$ cat src/rtl/mbx_pkg.sv
package mbx_pkg;

    localparam int ADDR_W = 6;

    localparam logic [ADDR_W-1:0] OFS_LOCK   = 6'h00;
    localparam logic [ADDR_W-1:0] OFS_USER   = 6'h04;
    localparam logic [ADDR_W-1:0] OFS_CMD    = 6'h08;
    localparam logic [ADDR_W-1:0] OFS_DLEN   = 6'h0C;
    localparam logic [ADDR_W-1:0] OFS_DIN    = 6'h10;
    localparam logic [ADDR_W-1:0] OFS_DOUT   = 6'h14;
    localparam logic [ADDR_W-1:0] OFS_EXEC   = 6'h18;
    localparam logic [ADDR_W-1:0] OFS_STAT   = 6'h1C;
    localparam logic [ADDR_W-1:0] OFS_UNLOCK = 6'h20;

    typedef enum logic [2:0] {
        FS_IDLE     = 3'd0,
        FS_CMD      = 3'd1,
        FS_LEN      = 3'd2,
        FS_DATA     = 3'd3,
        FS_EXEC_ENG = 3'd4,
        FS_EXEC_REQ = 3'd5,
        FS_ERR      = 3'd6
    } mbx_fsm_e;

    typedef enum logic [3:0] {
        CS_BUSY = 4'd0,
        CS_DRDY = 4'd1,
        CS_DONE = 4'd2,
        CS_FAIL = 4'd3
    } mbx_code_e;

endpackage

$ cat src/rtl/mbx_buf.sv
module mbx_buf #(
    parameter int DEPTH = 64,
    parameter int DW    = 32,
    localparam int IW   = $clog2(DEPTH)
) (
    input  logic          clk,
    input  logic          wr_en,
    input  logic [IW-1:0] wr_idx,
    input  logic [DW-1:0] wr_data,
    input  logic [IW-1:0] rd_idx,
    output logic [DW-1:0] rd_data
);

    logic [DW-1:0] mem_q [DEPTH];

    always_ff @(posedge clk) begin
        if (wr_en) begin
            mem_q[wr_idx] <= wr_data;
        end
    end

    assign rd_data = mem_q[rd_idx];

endmodule

$ cat src/rtl/mbx_ctrl.sv
module mbx_ctrl
    import mbx_pkg::*;
#(
    parameter int DEPTH = 64,
    localparam int IW   = $clog2(DEPTH),
    localparam int CW   = IW + 1,
    localparam logic [31:0] CAP_BYTES = 32'(DEPTH * 4)
) (
    input  logic              clk,
    input  logic              rst_n,
    input  logic              bus_rd,
    input  logic              bus_wr,
    input  logic [ADDR_W-1:0] bus_addr,
    input  logic [31:0]       bus_wdata,
    output logic [31:0]       bus_rdata,
    output logic              buf_we,
    output logic [IW-1:0]     buf_widx,
    output logic [IW-1:0]     buf_ridx,
    output logic              eng_busy,
    output logic              eng_avail,
    input  logic              eng_pop,
    output logic [31:0]       eng_cmd,
    output logic [31:0]       eng_len,
    input  logic              eng_post,
    input  logic              eng_fail,
    input  logic [31:0]       eng_rsp
);

    typedef struct packed {
        mbx_fsm_e  fsm;
        logic      locked;
        mbx_code_e code;
        logic [31:0] cmd;
        logic [31:0] len;
        logic [CW-1:0] cnt;
        logic [CW-1:0] rptr;
        logic [31:0] rsp;
    } ctrl_t;

    localparam ctrl_t CTRL_RST = '{
        fsm: FS_IDLE, locked: 1'b0, code: CS_BUSY,
        cmd: '0, len: '0, cnt: '0, rptr: '0, rsp: '0
    };

    ctrl_t st_d, st_q;
    logic  seq_bad;
    logic [31:0] need_w, cnt_w, rptr_w;

    assign need_w = (st_q.len + 32'd3) >> 2;
    assign cnt_w  = {{(32-CW){1'b0}}, st_q.cnt};
    assign rptr_w = {{(32-CW){1'b0}}, st_q.rptr};

    always_comb begin
        st_d      = st_q;
        seq_bad   = 1'b0;
        bus_rdata = '0;
        buf_we    = 1'b0;

        // engine side first, so a bus unlock in the same cycle wins
        if (st_q.fsm == FS_EXEC_ENG) begin
            if (eng_pop && (rptr_w < cnt_w)) begin
                st_d.rptr = st_q.rptr + 1'b1;
            end
            if (eng_post) begin
                st_d.fsm  = FS_EXEC_REQ;
                st_d.code = eng_fail ? CS_FAIL : CS_DONE;
                st_d.rsp  = eng_rsp;
            end
        end

        if (bus_rd) begin
            unique case (bus_addr)
                OFS_LOCK: begin
                    bus_rdata = {31'b0, st_q.locked};
                    if (!st_q.locked) begin
                        st_d.locked = 1'b1;
                        st_d.fsm    = FS_CMD;
                        st_d.code   = CS_BUSY;
                    end
                end
                OFS_CMD:  bus_rdata = st_q.cmd;
                OFS_DLEN: bus_rdata = st_q.len;
                OFS_DOUT: bus_rdata = st_q.rsp;
                OFS_STAT: bus_rdata = {22'b0, st_q.locked, st_q.fsm, 2'b00, st_q.code};
                default:  bus_rdata = '0;
            endcase
        end

        if (bus_wr) begin
            unique case (bus_addr)
                OFS_UNLOCK: st_d = CTRL_RST;
                OFS_CMD: if (st_q.locked) begin
                    if (st_q.fsm == FS_CMD) begin
                        st_d.cmd = bus_wdata;
                        st_d.fsm = FS_LEN;
                    end else seq_bad = 1'b1;
                end
                OFS_DLEN: if (st_q.locked) begin
                    if (st_q.fsm == FS_LEN && bus_wdata <= CAP_BYTES) begin
                        st_d.len  = bus_wdata;
                        st_d.cnt  = '0;
                        st_d.rptr = '0;
                        st_d.fsm  = FS_DATA;
                    end else seq_bad = 1'b1;
                end
                OFS_DIN: if (st_q.locked) begin
                    if (st_q.fsm == FS_DATA && cnt_w < need_w) begin
                        buf_we   = 1'b1;
                        st_d.cnt = st_q.cnt + 1'b1;
                    end else seq_bad = 1'b1;
                end
                OFS_EXEC: if (st_q.locked) begin
                    if (bus_wdata[0]) begin
                        if (st_q.fsm == FS_DATA && cnt_w == need_w) begin
                            st_d.fsm  = FS_EXEC_ENG;
                            st_d.code = CS_BUSY;
                        end else seq_bad = 1'b1;
                    end else if (st_q.fsm == FS_EXEC_REQ || st_q.fsm == FS_ERR) begin
                        st_d = CTRL_RST;
                    end else seq_bad = 1'b1;
                end
                default: ;
            endcase
        end

        if (seq_bad) begin
            st_d.fsm  = FS_ERR;
            st_d.code = CS_FAIL;
        end
    end

    always_ff @(posedge clk or negedge rst_n) begin
        if (!rst_n) st_q <= CTRL_RST;
        else        st_q <= st_d;
    end

    assign buf_widx  = st_q.cnt[IW-1:0];
    assign buf_ridx  = st_q.rptr[IW-1:0];
    assign eng_busy  = (st_q.fsm == FS_EXEC_ENG);
    assign eng_avail = eng_busy && (rptr_w < cnt_w);
    assign eng_cmd   = st_q.cmd;
    assign eng_len   = st_q.len;

    // a read of a free lock grants it and opens the command stage
    p_lock_grant_r2: assert property (@(posedge clk) disable iff (!rst_n)
        bus_rd && bus_addr == OFS_LOCK && !st_q.locked |=> st_q.locked && st_q.fsm == FS_CMD);

    // engine stage holds busy until a post arrives
    p_busy_hold_r6: assert property (@(posedge clk) disable iff (!rst_n)
        st_q.fsm == FS_EXEC_ENG && !eng_post && !bus_wr |=> st_q.fsm == FS_EXEC_ENG && st_q.code == CS_BUSY);

    // the stored word count never passes the declared length
    p_no_overflow_r10: assert property (@(posedge clk) disable iff (!rst_n)
        st_q.fsm == FS_DATA |-> cnt_w <= need_w);

    // unlock always lands in idle with the lock free
    p_unlock_idle_r13: assert property (@(posedge clk) disable iff (!rst_n)
        bus_wr && bus_addr == OFS_UNLOCK |=> st_q.fsm == FS_IDLE && !st_q.locked);

    // the error state always reports failure
    p_err_code_r9: assert property (@(posedge clk) disable iff (!rst_n)
        st_q.fsm == FS_ERR |-> st_q.code == CS_FAIL);

    // idle never coexists with a held lock
    p_idle_free_r8: assert property (@(posedge clk) disable iff (!rst_n)
        st_q.fsm == FS_IDLE |-> !st_q.locked);

endmodule

$ cat src/rtl/cmd_mailbox.sv
module cmd_mailbox
    import mbx_pkg::*;
#(
    parameter int DEPTH = 64,
    localparam int IW   = $clog2(DEPTH)
) (
    input  logic              clk,
    input  logic              rst_n,
    input  logic              bus_rd,
    input  logic              bus_wr,
    input  logic [ADDR_W-1:0] bus_addr,
    input  logic [31:0]       bus_wdata,
    output logic [31:0]       bus_rdata,
    output logic              eng_busy,
    output logic              eng_avail,
    output logic [31:0]       eng_word,
    input  logic              eng_pop,
    output logic [31:0]       eng_cmd,
    output logic [31:0]       eng_len,
    input  logic              eng_post,
    input  logic              eng_fail,
    input  logic [31:0]       eng_rsp
);

    logic          buf_we;
    logic [IW-1:0] buf_widx, buf_ridx;

    mbx_ctrl #(.DEPTH(DEPTH)) u_ctrl (
        .clk       (clk),
        .rst_n     (rst_n),
        .bus_rd    (bus_rd),
        .bus_wr    (bus_wr),
        .bus_addr  (bus_addr),
        .bus_wdata (bus_wdata),
        .bus_rdata (bus_rdata),
        .buf_we    (buf_we),
        .buf_widx  (buf_widx),
        .buf_ridx  (buf_ridx),
        .eng_busy  (eng_busy),
        .eng_avail (eng_avail),
        .eng_pop   (eng_pop),
        .eng_cmd   (eng_cmd),
        .eng_len   (eng_len),
        .eng_post  (eng_post),
        .eng_fail  (eng_fail),
        .eng_rsp   (eng_rsp)
    );

    mbx_buf #(.DEPTH(DEPTH), .DW(32)) u_buf (
        .clk     (clk),
        .wr_en   (buf_we),
        .wr_idx  (buf_widx),
        .wr_data (bus_wdata),
        .rd_idx  (buf_ridx),
        .rd_data (eng_word)
    );

endmodule

$ cat config.mk
export PLATFORM = sky130hd
export DESIGN_NAME = cmd_mailbox
export DESIGN_NICKNAME = d
export VERILOG_FILES = /design/src/rtl/mbx_pkg.sv /design/src/rtl/mbx_buf.sv /design/src/rtl/mbx_ctrl.sv /design/src/rtl/cmd_mailbox.sv
export SDC_FILE = /design/constraint.sdc
export NUM_CORES = 2
export LEC_CHECK = 0
export BUFFER_PORTS_ARGS = -buffer_cell sky130_fd_sc_hd__buf_2
export CORE_MARGIN = 2
export CORE_UTILIZATION = 60
export CTS_CLUSTER_DIAMETER = 50
export DETAILED_ROUTE_END_ITERATION = 16
export MAX_ROUTING_LAYER = met4
export PLACE_DENSITY = 0.79
export SLEW_MARGIN = 5
export SYNTH_ARGS = -nofsm -noshare
export SYNTH_HDL_FRONTEND = slang
export SYNTH_SLANG_ARGS = --single-unit
$ cat constraint.sdc
create_clock -name clk -period 6.5 [get_ports clk]
set_input_delay 0 -clock clk [delete_from_list [all_inputs] [get_ports clk]]
set_output_delay 0 -clock clk [all_outputs]
set_load 0.02 [all_outputs]
# Yosys cells after proc, flatten, opt, wreduce, memory -nomap -nowiden

Memory sizes are Yosys's and may differ from the RTL's.
Index checks and enable logic that the tools add are counted.

Order comparisons: 3
Mux-type cells: 59
Reductions and logical operators: 13
Equal/unequal tests: 23
Add/sub/neg operators: 3

Operator list:

| kind                    | count |
|---|---|
| $mux W118               | 3 |
| $pmux W32 S3            | 2 |
| $pmux W32 S5            | 1 |
| $mux W32                | 4 |
| $mux W110               | 1 |
| $mux W46                | 2 |
| $pmux W32 S2            | 1 |
| $mux W39                | 1 |
| $add A32 B2 Y32 const B | 1 |
| $le A32 B9 Y1 const B   | 1 |
| $eq A7 B30 Y1           | 1 |
| $lt A7 B30 Y1           | 1 |
| $pmux W7 S4             | 1 |
| $mux W3                 | 9 |
| $eq A6 B5 Y1 const B    | 4 |
| $mux W8                 | 3 |
| $mux W7                 | 3 |
| $pmux W7 S3             | 1 |
| $mux W4                 | 5 |
| $mux W1                 | 19 |
| $ne A2 B1 Y1 const B    | 8 |
| $add A7 B1 Y7 const B   | 2 |
| $reduce_and A7 Y1       | 2 |
| $eq A6 B4 Y1 const B    | 2 |
| other kinds (15)        | 23 |

Logic and storage cells: 110
RAM bits: 2048
Output and inout port bits: 130
Memories: 1
Flip-flop bits (word level): 118
Input port bits: 77

Memories:

| memory      | words | bits a word | read ports | clocked after memory_dff | wr ports | line          | text |
|---|---|---|---|---|---|---|---|
| u_buf.mem_q | 64    | 32          | 1          | 0                        | 1        | mbx_buf.sv:14 | `logic [DW-1:0] mem_q [DEPTH];` |

# Logic depth before layout (Yosys ltp)

Word-level depth: 12
Depth in mapped cells: 14
Depth with buffers taken out: 11

# By module

Synthesis repeated with hierarchy kept, for this count alone.

Cell total of the unflattened synthesis: 4150
Area, all modules: 85299.3 um^2

By module, submodules not included:

| module   | sequential area each (um^2) | times used | area each (um^2) | cells an instance |
|---|---|---|---|---|
| mbx_buf  | 61499.0                     | 1          | 77874.7          | 3292 |
| mbx_ctrl | 2952.8                      | 1          | 7424.6           | 858 |

# Least setup slack after synthesis

No wires, ideal clock.

Kind: register to register
Start point: register u_ctrl.st_q, in the netlist u_ctrl.eng_len[0]
End point: memory u_buf.mem_q[32][0], enable pin
Cell stages (with the launch flop): 14
Period minus slack after synthesis: 5.169 ns
Required time: 6.039 ns
Data arrival time: 4.708 ns
Slack: 1.331 ns
Library setup time: 0.461 ns
Cells stage by stage: dfrtp_1 > o2111a_1 > buf_4 > xnor2_1 > ha_1 > a21o_1 > a21oi_1 > o221ai_1 > a21oi_1 > or4_4 > o211ai_4 > or3_1 > buf_6 > nor3_1

Word-level cells in the longest chain between the ends: 9

Ends and longest elaborated chain:

| what                          | line            | text |
|---|---|---|
| start, declared               | mbx_ctrl.sv:45  | `ctrl_t st_d, st_q;` |
| start signal, assigned        | mbx_ctrl.sv:134 | `else st_q <= st_d;` |
| $add A32 B2 Y32               | mbx_ctrl.sv:49  | `assign need_w = (st_q.len + 32'd3) >> 2;` |
| $lt A7 B30 Y1                 | mbx_ctrl.sv:107 | `if (st_q.fsm == FS_DATA && cnt_w < need_w) begin` |
| $logic_and A1 B1 Y1           | mbx_ctrl.sv:107 |  |
| $mux W1                       | mbx_ctrl.sv:107 |  |
| $mux W1                       | mbx_ctrl.sv:106 | `OFS_DIN: if (st_q.locked) begin` |
| $mux W1                       | mbx_ctrl.sv:90  | `unique case (bus_addr)` |
| $mux W1                       | mbx_ctrl.sv:89  | `if (bus_wr) begin` |
| $mux W1                       | mbx_buf.sv:17   | `if (wr_en) begin` |
| $mux W1 (implied by the code) | mbx_buf.sv:18   | `mem_q[wr_idx] <= wr_data;` |
| end, declared                 | mbx_buf.sv:14   |  |

Every way passes these cells.

# Worst setup path in the final report

Start point: register u_ctrl.st_q, in the netlist u_ctrl.buf_ridx[0]
End point: output eng_word[1]

Word-level cells in the longest chain between the ends: 1

Ends and longest elaborated chain:

| what            | line              | text |
|---|---|---|
| $mem_v2 Z64 W32 | --                |  |
| end, declared   | cmd_mailbox.sv:16 | `output logic [31:0] eng_word,` |

Every way passes these cells.

==> qor.yml <==
critical_path:
  crit_path_end_kind: "output port"
  critPathMaxFanout: 44
  required_ns: 6.50
  critPathLaunch: "u_ctrl.buf_ridx[0]"
  critical_path_class: "reg2out"
  worstPathArrival_ns: 5.37
  timing.rr.start: "u_ctrl.eng_len[2]"
  crit_path_start_kind: "flip-flop"
  worstRegToRegCells: 12
clock_network:
  cts_buffer_depth: 3
  cts_hold_buf: 146
  numCtsBuffers: 206
  cts_setup_buffers: 0
  cts_tree: "yes"
  clock-sinks: 2166
  ctsResizeCount: 0
  clock_tree.root_cell: "clkbuf_16"
  path_clk_slew_ns: 0.06
  clock_latency_ns: 0.83
  htree_levels: 4
run_status:
  violations: "DRC"
  status: "finished, violations left"
timing:
  setup_viol_count_final: 0
  fin_crit_sh_pct: 82.6
  grt_setup_unrepaired: "false"
  clock.fmax_mhz: 186
  drv_slew: 0
  slew_headroom_pct: 3.35
  worstMarginPinSlew_ns: 1.44
  tns_ns: 0
  hold_viol: 0
  clock_skew_ns: 0.0311
  layout_min_cycle_time_ns: 5.37
grt:
  antenna_found_initial: 15
  track_usage_pct: 34.8
  grt_pass1_vias: 48600
  grt-ovfl-total: 0
  grt_pass1_wl_um: 349000
  grt_max_degree: 138
logic_synthesis:
  synth_mux_area_share_pct: 13.3
  synth-simple-area-share_pct: 3.48
  synth_compound_area_share_pct: 5.83
  synth_nets: 4822
  synth_top_family_by_area: "multiplexers"
  synth_top_area_cell: "edfxtp_1"
  synth-seq-cells: 2166
  yosysWarningCount: 0
  ys_top_cells_by_count: "edfxtp_1, mux2i_1, nand2_1"
  synthCells: 4730
  synth_area_um2: 86000
  async_reset_ff_share_pct: 5.45
  postSynthAreaPerCell_um2: 18.2
  synth_xor_area_share_pct: 0.153
  yosysMostFrequentCell: "edfxtp_1"
  synth_ff_type: "edfxtp_1"
  synthDistinctLibCells: 63
  synth_fa_ha_area_share_pct: 0.218
  synthTopCellsByArea: "edfxtp_1, mux4_2, mux2i_1"
  synth-edff-count: 2048
  ys_seq_area_share_pct: 75.0
  synth_top_cell_area_share_pct: 71.5
drt:
  dr.pass1.iters: 13
  wl_um: 248000
  vias: 50100
  wl_per_cell_um: 34.7
  drcViolationCount: 1
  drtAntennaViolNets: 0
  drt_iter0_drc: 8726
  viasPerCell: 7.02
placed_design:
  hpwl_um: 144000
  gp_congestion: 0.952
  dpl_cell_area_um2: 89300
  portBuffers: 206
floorplan:
  core_area_um2: 142000
  num_rows: 138
  io_pins: 207
  fp.dieArea_um2: 146000
  start_util_pct: 60.6
  fp.dieH_um: 382
  die_width_um: 382
pwr:
  power_w: 0.0356
  power.density_nw_per_um2: 365
  ir_drop_mv: 0.359
  leakage_nw: 31.5
cells_and_area:
  layout.nets: 5150
  drive_above_1_share_pct: 19.1
  fin_area_um2: 97300
  area_delta_synth_final_pct: 13.2
hold_path:
  hold_path.startpoint: "bus_addr[3]"
  holdCritPathClass: "in2reg"
  min_path_cells: 5
job:
  drv_cap: 0
[layout make-up]
type	count	area, um2
fillers	8575	44600
clock inverters	114	1010
well taps	1890	2360
diodes	11	27.5
clock buffers	267	5520
multi-input cells	2186	20200
repair buffers	481	3640
inverters	17	66.3
flip-flops and latches	2166	64500
[path summary, 6_finish.rpt]
| kind | endpoint | slack, ns |
|---|---|---|
| setup / recovery | eng_word[1] | 1.13 |
| hold / removal | u_ctrl.st_q[117] | 0.10 |
| setup reg to reg | u_buf.mem_q[4][22] | 1.30 |
| hold reg to reg | u_ctrl.st_q[113] | 0.53 |
| max in group asynchronous | u_ctrl.eng_cmd[8] | 5.27 |
| min in group asynchronous | u_ctrl.st_q[25] | 0.33 |
[cells in the final DEF, fill, tap and decap left out, types with 10 or more instances in the layout]
| cell | count |
|---|---|
| and2_1 | 31 |
| buf_4 | 121 |
| nor4_1 | 12 |
| o22ai_1 | 100 |
| clkinvlp_4 | 13 |
| mux4_2 | 269 |
| ha_1 | 15 |
| buf_12 | 12 |
| diode_2 | 11 |
| a21oi_1 | 145 |
| buf_2 | 202 |
| nand2_1 | 341 |
| clkinv_1 | 33 |
| nor3_1 | 15 |
| nand3_1 | 55 |
| bufinv_16 | 12 |
| nor2_4 | 50 |
| a221oi_1 | 22 |
| inv_1 | 16 |
| clkbuf_16 | 209 |
| o21ai_0 | 27 |
| dlygate4sd3_1 | 145 |
| edfxtp_1 | 2048 |
| clkinv_2 | 37 |
| dfrtp_1 | 113 |
| o221ai_1 | 291 |
| nand4_1 | 21 |
| clkbuf_1 | 51 |
| a211oi_1 | 58 |
| nor3_2 | 12 |
| nor2_1 | 69 |
| mux2i_1 | 536 |
| or3_1 | 10 |
[flip-flops by register name, summed over array words and instances, names as in the netlist]
register         cells
u_ctrl.st_q         40
u_buf.mem_q       2048
u_ctrl.rptr_w        1
u_ctrl.cnt_w         1
u_ctrl.eng_cmd      32
u_ctrl.eng_len      32
u_ctrl.buf_widx      6
u_ctrl.buf_ridx      6
[report_power, final]
part           leakage [nW]  internal (W)  total (W)  switching (W)
clock network          3.17       0.00649     0.0117        0.00520
logic                  8.40       0.00306    0.00821        0.00514
registers              20.0        0.0154     0.0157       0.000291
total                  31.5        0.0249     0.0356         0.0106
[critical path, cell delays in order (launching register included)]
cell and delay (ns):
dfrtp_4 1.08, buf_4 0.72, mux2i_1 0.18, o221ai_1 0.25, o22ai_1 0.12, a21oi_1 0.85, a211oi_1 0.45, a221oi_1 0.52
buf_2 0.26
[logic make-up (layout without fill, tap and decap cells)]
group                    Yosys count  after routing
multiplexers                     805            805
XOR/XNOR                          15             15
other                              0             11
AND/OR/NAND/NOR                  669            669
AO/OA/AOI/OAI                    682            682
buffers and inverters            378            879
adder cells (fa/ha/maj)           15             15
flip-flops                      2166           2166
[per-layer routing]
metal | up-vias | routed length [um] | global-route usage, %
met4 | 0 | 13800 | 15.8
met2 | 4152 | 112000 | 50.4
met1 | 25300 | 85800 | 46.2
li1 | 19900 | - | -
met3 | 682 | 36300 | 10.2
met5 | - | 0 | -
[per-stage QoR]
step	utilization (%)	setup slack [ns]	hold slack [ns]	instances
final	68.6	1.13	0.104	7132
after global routing	68.6	0.949	0.0673	7132
after CTS	68.6	1.34	0.0319	7121
after detailed placement	62.9	1.49	0.0861	6594
after global placement	62.9	1.49	0.0837	6593
after floorplan	-	1.33	-0.296	4730
No activity file was read; power rests on OpenSTA's default activity.
